==> src/rtl/psr_pkg.sv <==
package psr_pkg;
  localparam int SEC_N = 4;
  localparam int SEC_W = 2;

  typedef enum logic [1:0] {
    FR_FULL = 2'b00,
    FR_3Q   = 2'b01,
    FR_HALF = 2'b10,
    FR_1Q   = 2'b11
  } frac_e;

  typedef enum logic [1:0] {
    TMP_70 = 2'b00,
    TMP_45 = 2'b01,
    TMP_15 = 2'b10,
    TMP_85 = 2'b11
  } temp_e;

  // first kept section at or after s, cyclic
  function automatic logic [SEC_W-1:0] next_kept(logic [SEC_W-1:0] s, logic [SEC_N-1:0] m);
    logic [SEC_W-1:0] r;
    logic             hit;
    r   = s;
    hit = 1'b0;
    for (int k = 0; k < SEC_N; k++) begin
      if (!hit && m[s + SEC_W'(k)]) begin
        r   = s + SEC_W'(k);
        hit = 1'b1;
      end
    end
    return r;
  endfunction
endpackage

==> src/rtl/psr_sec_mask.sv <==
module psr_sec_mask
  import psr_pkg::*;
(
  input  logic             sleep_i,
  input  logic             dpd_en_i,
  input  logic             rms_en_i,
  input  logic             top_sel_i,
  input  logic [1:0]       frac_i,
  output logic [SEC_N-1:0] keep_o,
  output logic [SEC_N-1:0] ref_mask_o
);
  always_comb begin
    unique case (frac_e'(frac_i))
      FR_3Q:   keep_o = top_sel_i ? 4'b1110 : 4'b0111;
      FR_HALF: keep_o = top_sel_i ? 4'b1100 : 4'b0011;
      FR_1Q:   keep_o = top_sel_i ? 4'b1000 : 4'b0001;
      default: keep_o = 4'b1111;
    endcase
  end

  always_comb begin
    if (sleep_i && dpd_en_i)      ref_mask_o = '0;
    else if (sleep_i || rms_en_i) ref_mask_o = keep_o;
    else                          ref_mask_o = '1;
  end

  always_comb begin
    assert_keep_nonzero_R1: assert (keep_o != '0);
  end
endmodule

==> src/rtl/psr_timer.sv <==
module psr_timer
  import psr_pkg::*;
#(
  parameter int IVAL_85 = 2,
  parameter int IVAL_70 = 3,
  parameter int IVAL_45 = 5,
  parameter int IVAL_15 = 8
) (
  input  logic       clk_i,
  input  logic       rst_ni,
  input  logic       tick_i,
  input  logic [1:0] temp_i,
  output logic       due_o
);
  localparam int IMAX_A = (IVAL_85 > IVAL_70) ? IVAL_85 : IVAL_70;
  localparam int IMAX_B = (IVAL_45 > IVAL_15) ? IVAL_45 : IVAL_15;
  localparam int IMAX   = (IMAX_A > IMAX_B) ? IMAX_A : IMAX_B;
  localparam int CNT_W  = $clog2(IMAX + 1);

  logic [CNT_W-1:0] cnt_q, last_c;

  always_comb begin
    unique case (temp_e'(temp_i))
      TMP_85:  last_c = CNT_W'(IVAL_85 - 1);
      TMP_70:  last_c = CNT_W'(IVAL_70 - 1);
      TMP_45:  last_c = CNT_W'(IVAL_45 - 1);
      default: last_c = CNT_W'(IVAL_15 - 1);
    endcase
  end

  assign due_o = tick_i && (cnt_q >= last_c);

  always_ff @(posedge clk_i or negedge rst_ni) begin
    if (!rst_ni)     cnt_q <= '0;
    else if (tick_i) cnt_q <= due_o ? '0 : cnt_q + 1'b1;
  end

  assert_due_gap_R5: assert property (@(posedge clk_i) disable iff (!rst_ni)
    due_o |=> !due_o);
  assert_cnt_idle_R5: assert property (@(posedge clk_i) disable iff (!rst_ni)
    !tick_i |=> $stable(cnt_q));
endmodule

==> src/rtl/psr_stepper.sv <==
module psr_stepper
  import psr_pkg::*;
#(
  parameter int ROW_W = 3
) (
  input  logic                   clk_i,
  input  logic                   rst_ni,
  input  logic [SEC_N-1:0]       mask_i,
  input  logic                   adv_i,
  output logic [SEC_W+ROW_W-1:0] addr_o
);
  localparam logic [ROW_W-1:0] ROW_LAST = '1;

  logic [SEC_W-1:0] sec_q, eff_sec;
  logic [ROW_W-1:0] row_q, eff_row;

  always_comb begin
    if (mask_i[sec_q]) begin
      eff_sec = sec_q;
      eff_row = row_q;
    end else begin
      eff_sec = next_kept(sec_q + 1'b1, mask_i);
      eff_row = '0;
    end
  end

  assign addr_o = {eff_sec, eff_row};

  always_ff @(posedge clk_i or negedge rst_ni) begin
    if (!rst_ni) begin
      sec_q <= '0;
      row_q <= '0;
    end else if (adv_i) begin
      if (eff_row == ROW_LAST) begin
        sec_q <= next_kept(eff_sec + 1'b1, mask_i);
        row_q <= '0;
      end else begin
        sec_q <= eff_sec;
        row_q <= eff_row + 1'b1;
      end
    end
  end

  assert_row_step_R6: assert property (@(posedge clk_i) disable iff (!rst_ni)
    adv_i |=> (row_q == '0) || (row_q == $past(eff_row) + 1'b1));
  assert_hold_still_R7: assert property (@(posedge clk_i) disable iff (!rst_ni)
    !adv_i |=> $stable(sec_q) && $stable(row_q));
endmodule

==> src/rtl/psr_sched_top.sv <==
module psr_sched_top
  import psr_pkg::*;
#(
  parameter int ADDR_W  = 20,
  parameter int ROW_W   = 3,
  parameter int IVAL_85 = 2,
  parameter int IVAL_70 = 3,
  parameter int IVAL_45 = 5,
  parameter int IVAL_15 = 8
) (
  input  logic                   clk_i,
  input  logic                   rst_ni,
  input  logic                   sleep_i,
  input  logic                   dpd_en_i,
  input  logic                   rms_en_i,
  input  logic                   top_sel_i,
  input  logic [1:0]             frac_i,
  input  logic [1:0]             temp_i,
  input  logic                   tick_i,
  input  logic                   ack_i,
  input  logic                   acc_valid_i,
  input  logic [ADDR_W-1:0]      acc_addr_i,
  output logic                   ref_req_o,
  output logic [SEC_W+ROW_W-1:0] ref_addr_o,
  output logic                   acc_go_o,
  output logic                   acc_oor_o
);
  logic [SEC_N-1:0] keep, ref_mask;
  logic             due, adv, any_on, req_q;
  logic [SEC_W-1:0] acc_sec;

  psr_sec_mask u_mask (
    .sleep_i    (sleep_i),
    .dpd_en_i   (dpd_en_i),
    .rms_en_i   (rms_en_i),
    .top_sel_i  (top_sel_i),
    .frac_i     (frac_i),
    .keep_o     (keep),
    .ref_mask_o (ref_mask)
  );

  psr_timer #(
    .IVAL_85 (IVAL_85),
    .IVAL_70 (IVAL_70),
    .IVAL_45 (IVAL_45),
    .IVAL_15 (IVAL_15)
  ) u_timer (
    .clk_i  (clk_i),
    .rst_ni (rst_ni),
    .tick_i (tick_i),
    .temp_i (temp_i),
    .due_o  (due)
  );

  assign any_on = |ref_mask;
  assign adv    = req_q && ack_i && any_on;

  psr_stepper #(.ROW_W(ROW_W)) u_step (
    .clk_i  (clk_i),
    .rst_ni (rst_ni),
    .mask_i (ref_mask),
    .adv_i  (adv),
    .addr_o (ref_addr_o)
  );

  always_ff @(posedge clk_i or negedge rst_ni) begin
    if (!rst_ni)             req_q <= 1'b0;
    else if (!any_on)        req_q <= 1'b0;
    else if (due)            req_q <= 1'b1;
    else if (req_q && ack_i) req_q <= 1'b0;
  end
  assign ref_req_o = req_q;

  assign acc_sec   = acc_addr_i[ADDR_W-1 -: SEC_W];
  assign acc_oor_o = acc_valid_i && rms_en_i && !keep[acc_sec];
  assign acc_go_o  = acc_valid_i && !acc_oor_o;

  assert_dpd_quiet_R4: assert property (@(posedge clk_i) disable iff (!rst_ni)
    (sleep_i && dpd_en_i) |=> !ref_req_o);
  assert_req_hold_R7: assert property (@(posedge clk_i) disable iff (!rst_ni)
    (ref_req_o && !ack_i && any_on) |=> ref_req_o);
  assert_addr_kept_R1: assert property (@(posedge clk_i) disable iff (!rst_ni)
    (ref_req_o && any_on) |-> ref_mask[ref_addr_o[SEC_W+ROW_W-1 -: SEC_W]]);
  assert_oor_block_R8: assert property (@(posedge clk_i) disable iff (!rst_ni)
    acc_oor_o |-> !acc_go_o);
  assert_awake_full_R3: assert property (@(posedge clk_i) disable iff (!rst_ni)
    (!sleep_i && !rms_en_i) |-> (ref_mask == '1));
endmodule

==> config.mk <==
export PLATFORM = sky130hd
export DESIGN_NAME = psr_sched_top
export DESIGN_NICKNAME = d
export VERILOG_FILES = /design/src/rtl/psr_pkg.sv /design/src/rtl/psr_sec_mask.sv /design/src/rtl/psr_timer.sv /design/src/rtl/psr_stepper.sv /design/src/rtl/psr_sched_top.sv
export SDC_FILE = /design/constraint.sdc
export NUM_CORES = 1
export LEC_CHECK = 0
export ABC_AREA = 1
export BUFFER_PORTS_ARGS = -buffer_cell sky130_fd_sc_hd__buf_2
export CAP_MARGIN = 20
export CELL_PAD_IN_SITES_DETAIL_PLACEMENT = 1
export CELL_PAD_IN_SITES_GLOBAL_PLACEMENT = 1
export CORE_MARGIN = 2
export CORE_UTILIZATION = 31
export CTS_BUF_LIST = sky130_fd_sc_hd__clkbuf_16
export CTS_CLUSTER_DIAMETER = 100
export DETAILED_ROUTE_END_ITERATION = 12
export HOLD_SLACK_MARGIN = 0.06
export MAX_ROUTING_LAYER = met4
export PLACE_DENSITY_LB_ADDON = 0.1
export SETUP_SLACK_MARGIN = 0.1
export SLEW_MARGIN = 20
export SYNTH_ARGS = -nofsm -noshare
export SYNTH_HDL_FRONTEND = slang
export SYNTH_SLANG_ARGS = --single-unit
==> constraint.sdc <==
create_clock -name clk_i -period 2.15 [get_ports clk_i]
set_input_delay 0.43 -clock clk_i [delete_from_list [all_inputs] [get_ports clk_i]]
set_output_delay 0.43 -clock clk_i [all_outputs]
set_load 0.02 [all_outputs]
# ---- Word level (Yosys, flattened, before mapping)
# Index checks and enable logic that the tools add are counted.
dict set report word_totals {
  wordCells 112
  reg_bits 10
  in_bits 33
}
dict set report op_classes {
  add_sub_neg 10
  magnitude_cmp 11
  n_mux 56
  n_reduce_logical 24
  n_eq_ne 7
}
# cell count
set ops {}
lappend ops {{$lt 2x3->1 const B} 10}
lappend ops {{$mux 1} 28}
lappend ops {{$mux 4} 6}
lappend ops {{$bmux 1 s2} 10}
lappend ops {{$mux 2} 8}
lappend ops {{$logic_and 1x1->1} 13}
lappend ops {{$pmux 4 s3} 1}
lappend ops {{$pmux 3 s3} 1}
lappend ops {{$add 2x1->2 const B} 4}
lappend ops {{$add 2x2->2 const B} 4}
lappend ops {{$logic_not 1->1} 8}
lappend ops {{$eq 2x2->1 const B} 3}
lappend ops {{$mux 3} 2}
lappend ops {{$add 4x1->4 const B} 1}
lappend ops {{$eq 2x1->1 const B} 2}
lappend ops {{$ge 4x3->1} 1}
lappend ops {{$reduce_or 4->1} 1}
lappend ops {{$add 3x1->3 const B} 1}
lappend ops {{$eq 3x3->1 const B} 1}
lappend ops {{$ne 3x1->1 const B} 1}
lappend ops {{$logic_not 2->1} 1}
lappend ops {{$logic_or 1x1->1} 1}

# ---- Logic depth before layout (Yosys ltp)
dict set report depth {
  word_depth 40
  depth_mapped 21
}

# ---- By module
# From an unflattened synthesis, not the netlist that was laid out.
dict set report unflattened {
  hier_cells 222
  hier_area_um2 1335.0
}
# mod cells_per_inst n_inst area_each_um2
set modules_own_cells {}
lappend modules_own_cells {psr_stepper 134 1 794.5}
lappend modules_own_cells {psr_timer 43 1 317.8}
lappend modules_own_cells {psr_sched_top 28 1 148.9}
lappend modules_own_cells {psr_sec_mask 17 1 73.8}

# ---- Least setup slack after synthesis
# No wires, ideal clock.
dict set report synth_path {
  path_type {in2reg}
  startpoint {input dpd_en_i}
  endpoint {register u_step.sec_q[1]}
  slack_ns -0.039
  arrival_ns 2.072
  cell_stages 13
  setup_ns 0.118
  path_cell_list {nand2_2 -> buf_4 -> nand3_1 -> nand3_1 -> nand2_4 -> nor2_1 -> ha_1 -> ha_1 -> o21ai_0 -> inv_1 -> nand3_1 -> nand3_1 -> nand2_1}
}
# element line
set synth_rtl {}
lappend synth_rtl {{start, declared} psr_sched_top.sv:14} ;# input logic dpd_en_i,
lappend synth_rtl {{$logic_and 1x1->1} psr_sec_mask.sv:22} ;# if (sleep_i && dpd_en_i) ref_mask_o = '0;
lappend synth_rtl {{$mux 4} psr_sec_mask.sv:22}
lappend synth_rtl {{$bmux 1 s2} psr_stepper.sv:18} ;# if (mask_i[sec_q]) begin
lappend synth_rtl {{$mux 1 (not written as such)} psr_stepper.sv:18}
lappend synth_rtl {{$mux 3} psr_stepper.sv:18}
lappend synth_rtl {{net ref_addr_o[0]} psr_sched_top.sv:24} ;# output logic [SEC_W+ROW_W-1:0] ref_addr_o,
lappend synth_rtl {{$eq 3x3->1} psr_stepper.sv:34} ;# if (eff_row == ROW_LAST) begin
lappend synth_rtl {{$mux 2} psr_stepper.sv:34}
lappend synth_rtl {{end signal, assigned} psr_stepper.sv:35} ;# sec_q <= next_kept(eff_sec + 1'b1, mask_i);
lappend synth_rtl {{end signal, assigned} psr_stepper.sv:38} ;# sec_q <= eff_sec;
lappend synth_rtl {{end, declared} psr_stepper.sv:14} ;# logic [SEC_W-1:0] sec_q, eff_sec;
# The timed path passes the listed nets, and every way through them passes these cells. The select of a mux whose other input is x is not followed.
# A chain may end at the register's enable or synchronous reset.

# ---- Final worst setup path
dict set report layout_path {
  startpoint {register u_step.sec_q[0]}
  endpoint {register u_step.sec_q[1]}
}
dict set report layout_via {
  elab_chain_cells 37
}
# element line
set layout_lines {}
lappend layout_lines {{$add 2x1->2} psr_stepper.sv:22} ;# eff_sec = next_kept(sec_q + 1'b1, mask_i);
lappend layout_lines {{$bmux 1 s2} psr_pkg.sv:26} ;# if (!hit && m[s + SEC_W'(k)]) begin
lappend layout_lines {{$mux 1 (not written as such)} psr_pkg.sv:26}
lappend layout_lines {{$mux 1} psr_pkg.sv:26}
lappend layout_lines {{$mux 1} psr_stepper.sv:18}
lappend layout_lines {{$logic_not 1->1} psr_pkg.sv:26}
lappend layout_lines {{$logic_and 1x1->1} psr_pkg.sv:26}
lappend layout_lines {{$mux 1} psr_pkg.sv:26}
lappend layout_lines {{[21 not listed]} --}
lappend layout_lines {{$logic_and 1x1->1} psr_pkg.sv:26}
lappend layout_lines {{$mux 1} psr_pkg.sv:26}
lappend layout_lines {{$mux 1} psr_stepper.sv:34}
lappend layout_lines {{$mux 1} psr_stepper.sv:33} ;# end else if (adv_i) begin
lappend layout_lines {{$logic_not 1->1} psr_pkg.sv:26}
lappend layout_lines {{$logic_and 1x1->1} psr_pkg.sv:26}
lappend layout_lines {{$mux 2} psr_pkg.sv:26}
lappend layout_lines {{$mux 2 (*)} psr_stepper.sv:34}
# Every way passes the cells marked *; elsewhere a longest branch is shown, timed or not. The select of a mux whose other input is x is not followed.

==> results_tabular.tex <==
\begin{tabular}{lr}
\hline
Metric & Value \\
\hline
\multicolumn{2}{l}{\textbf{Layout}} \\
\quad Growth of design area from synthesis to finish & 80.1\% \\
\quad Leading cell type in the layout, fill and taps excluded & sky130\_fd\_sc\_hd\_\_buf\_4 \\
\quad Most used cells in the layout excluding fill and tap cells & sky130\_fd\_sc\_hd\_\_buf\_4, sky130\_fd\_sc\_hd\_\_nand2\_1, sky130\_fd\_sc\_hd\_\_inv\_1, sky130\_fd\_sc\_hd\_\_nand3\_1, sky130\_fd\_sc\_hd\_\_buf\_6 \\
\quad Share of final-layout standard cells stronger than drive strength 1 & a little under three fifths \\
\quad \# nets final & about 310 \\
\quad Fin area & 2300 sq um \\
\quad Antenna cells & 0 \\
\multicolumn{2}{l}{\textbf{Synthesis}} \\
\quad Number of different library cells in the post-synthesis netlist & 27 \\
\quad Post-synth EDFFs & 0 \\
\quad Syn Area/Cell & roughly 6.4 sq um \\
\quad Cell area after synthesis & approximately 1300 sq um \\
\quad Syn nets & $\sim$240 \\
\quad Post-Syn Instances & approximately 200 \\
\quad Number of warnings printed during yosys synthesis & 0 \\
\quad Flip-flop cell with the highest count after synthesis & sky130\_fd\_sc\_hd\_\_dfrtp\_1 \\
\quad Sequential fraction of the synthesis area & between 10\% and 20\% \\
\quad Number of storage elements in the synthesis netlist & 10 \\
\quad FFs w/ async S/R, synth & 100\% \\
\multicolumn{2}{l}{\textbf{Route}} \\
\quad Number of design rule violations left after detail routing & 0 \\
\quad Final wirelength & between 5000 and 6000 um \\
\quad Via count & 1,586 \\
\quad Number of nets still failing antenna checks after routing & 0 \\
\quad Initial drt markers & 59 \\
\quad Via density per instance & approximately 5.0 \\
\quad Number of search-and-repair iterations in the first detailed-routing pass & 4 \\
\quad Wire per inst & $\sim$16 um \\
\multicolumn{2}{l}{\textbf{Clock network}} \\
\quad CTS sink count & 10 \\
\quad TritonCTS Buffers & 3 \\
\quad TritonCTS clock tree & yes \\
\quad Htree depth & 1 \\
\quad Clock insertion delay at the later pin of the skew report & $\sim$0.24 ns \\
\quad Clock root buffer master & sky130\_fd\_sc\_hd\_\_clkbuf\_16 \\
\quad Clock slew seen by the registers of the worst setup and hold paths & roughly 0.04 ns \\
\quad Number of buffers on the longest clock path & 2 \\
\multicolumn{2}{l}{\textbf{Worst setup path}} \\
\quad Startpoint type of the worst setup path & register \\
\quad Kind of end point of the critical path & register \\
\quad Largest fanout on the critical path & 7 \\
\quad Critical path type & reg2reg \\
\quad Critical path data required time & roughly 2.3 ns \\
\quad Data arrival time of the worst path & 2.38 ns \\
\multicolumn{2}{l}{\textbf{STA}} \\
\quad Final Max Tran Viols & 0 \\
\quad Fin worst setup slack & -0.111 ns \\
\quad Post-route minimum period & between 2 and 2.5 ns \\
\quad Final setup vio count & 3 \\
\quad Setup skew after layout & around 0.0025 ns \\
\quad Actual slew at the worst max-slew pin & 0.413 ns \\
\quad Part of the cycle the worst path needs & 105\% \\
\quad Endpoints failing hold & 0 \\
\quad Total negative slack & -0.278 ns \\
\quad Max-Slew Margin vs Limit & 72.4\% \\
\quad Maximum achievable frequency & 442 MHz \\
\quad Unrepaired setup endpoints after global routing & yes \\
\multicolumn{2}{l}{\textbf{Global route}} \\
\quad Global-route total usage across every layer & approximately 20\% \\
\quad Maximum number of pins on one net before global-route repair & 13 \\
\quad Initial antenna violation count & 0 \\
\quad Vias in the first global route & $\sim$1,600 \\
\quad Wire length of the first global-routing pass & approximately 7000 um \\
\quad GR Overflow Total & 0 \\
\multicolumn{2}{l}{\textbf{Placement}} \\
\quad Sum of net half-perimeters after detailed placement & between 3000 and 4000 um \\
\quad Global placement routability congestion & $\sim$0.8 \\
\quad Placed cell areas & 1680 sq um \\
\quad Pre-CTS setup slack & -0.359 ns \\
\quad Count of input and output buffers & 22 \\
\multicolumn{2}{l}{\textbf{Run}} \\
\quad Number of max-cap violations & 0 \\
\multicolumn{2}{l}{\textbf{Floorplan}} \\
\quad Initial standard-cell utilization of the core & a little under a third \\
\quad Total number of placement rows & 23 \\
\quad Die X & 68.3 um \\
\quad Top-Level Pins & between 40 and 50 \\
\quad Die Footprint & $\sim$4700 sq um \\
\quad Vertical die dimension & between 60 and 70 um \\
\quad Core Footprint & between 4000 and 5000 sq um \\
\multicolumn{2}{l}{\textbf{Power}} \\
\quad Power density cells & between 1500 and 2000 nW/um\^{}2 \\
\quad Portion of total power attributed to the clock network & under 10\% \\
\quad Flop pwr share & under 10\% \\
\quad Leakage dissipation & 1.17 nW \\
\quad Gate power share & a little over four fifths \\
\quad Max IR drop VDD & around 1000 uV \\
\quad Net load switching power & $\sim$0.0023 W \\
\quad Switching part of the total power & 52.3\% \\
\quad Internal power & between 0.002 and 0.0025 W \\
\multicolumn{2}{l}{\textbf{Run status}} \\
\quad Result of the run & complete, but fails checks \\
\quad Violated checks & setup timing \\
\multicolumn{2}{l}{\textbf{Worst hold path}} \\
\quad Hold Path Class & in2reg \\
\hline
\end{tabular}
[sequential cells by signal (all words and copies together), names as in the netlist]
| register | cells |
|---|---|
| u_step.sec_q | 2 |
| u_step.row_q | 3 |
| u_timer.cnt_q | 4 |
| ref_req_o | 1 |
[cells by family (layout without fill, tap and decap cells)]
kind of cell	Yosys count	in the layout	share of synthesized area [%]
simple gates	122	123	48.9
buf+inv	38	102	13.0
compound gates	21	21	8.80
flops	10	10	19.6
fa+ha+maj	8	8	7.82
xor+xnor	2	2	1.96
[stage by stage]
stage / util (%) / hold slack (ns) / cells / total power [W]
2_1_floorplan: - / 0.134 / 201 / 0.00187
3_3_place_gp: 41.9 / 0.299 / 299 / 0.00242
3_5_place_dp: 41.9 / 0.301 / 299 / 0.00255
4_1_cts: 48.6 / 0.476 / 313 / 0.00325
5_1_grt: 57.6 / 0.508 / 316 / 0.00460
6_report: 57.6 / 0.472 / 316 / 0.00431
[cell type report]
type	count	area [sq um]
clock buffer	3	75.1
clock inverter	1	3.75
fill	494	1700
inverter	34	138
multi-input combinational	154	1260
sequential	10	251
tap	50	62.6
timing repair buffer	64	518
[per-layer routing]
metal	GRT usage, %	vias up	routed length (um)
li1	-	790	-
met1	22.6	765	2010
met2	36.3	18	2920
met3	1.97	13	80
met4	7.75	0	158
met5	-	-	0
[power groups by stage]
| stage | clock, W | combinational [W] | sequential, W |
|---|---|---|---|
| floorplan | 0 | 0.00155 | 0.000317 |
| global placement | 0 | 0.00209 | 0.000329 |
| detailed placement | 0 | 0.00222 | 0.000337 |
| CTS | 0.000337 | 0.00257 | 0.000342 |
| global route | 0.000345 | 0.00390 | 0.000357 |
| finish | 0.000332 | 0.00363 | 0.000345 |
[Yosys cell counts, types with 3 or more instances]
cell type                  n  area [sq um]
sky130_fd_sc_hd__nand2_1  48           180
sky130_fd_sc_hd__nand3_1  39           195
sky130_fd_sc_hd__inv_1    32           120
sky130_fd_sc_hd__o21ai_0  12          60.1
sky130_fd_sc_hd__dfrtp_1  10           250
sky130_fd_sc_hd__nand3_2   9          90.1
sky130_fd_sc_hd__ha_1      8           100
sky130_fd_sc_hd__nand2_2   8          50.1
sky130_fd_sc_hd__nor2_1    7          26.3
sky130_fd_sc_hd__a21oi_1   3          15.0
sky130_fd_sc_hd__nand2_4   3          33.8
sky130_fd_sc_hd__o21ai_1   3          15.0
[critical path: stages (launching register included)]
cell and delay (ns):
sky130_fd_sc_hd__dfrtp_2 0.42, sky130_fd_sc_hd__buf_6 0.19, sky130_fd_sc_hd__nand3_1 0.09, sky130_fd_sc_hd__nand3_1 0.11
sky130_fd_sc_hd__nand2_2 0.10, sky130_fd_sc_hd__nand2_4 0.11, sky130_fd_sc_hd__nand2_4 0.08, sky130_fd_sc_hd__nand2_8 0.10
sky130_fd_sc_hd__nand2_8 0.08, sky130_fd_sc_hd__nand2_1 0.09, sky130_fd_sc_hd__o21ai_2 0.10, sky130_fd_sc_hd__inv_1 0.10
sky130_fd_sc_hd__nand3_2 0.09, sky130_fd_sc_hd__nand2_1 0.12, sky130_fd_sc_hd__nand3_1 0.09, sky130_fd_sc_hd__nand3_1 0.08
sky130_fd_sc_hd__nand2_1 0.06, sky130_fd_sc_hd__nand3_1 0.07, sky130_fd_sc_hd__nand2_1 0.06
[final timing paths]
kind | depth (start not counted) | slack, ns | endpoint | start
max | 18 | -0.11 | u_step.sec_q[1] | u_step.sec_q[0]
min | 2 | 0.47 | u_timer.cnt_q[0] | tick_i
max reg2reg | 18 | -0.11 | u_step.sec_q[1] | u_step.sec_q[0]
min reg2reg | 2 | 0.55 | u_step.row_q[0] | u_step.row_q[0]
max in group asynchronous | 2 | 1.36 | u_step.sec_q[0] | rst_ni
min in group asynchronous | 2 | 0.58 | u_step.row_q[2] | rst_ni
[repair_timing]
action,CTS,global route
cloned,1,0
resized for setup,33,81
pin swaps,11,27
setup buffers,8,3
hold buffers,1,0
setup endpoints to repair,8,14
hold endpoints to repair,10,0
Note: power is estimated with default switching activity, not from simulation.
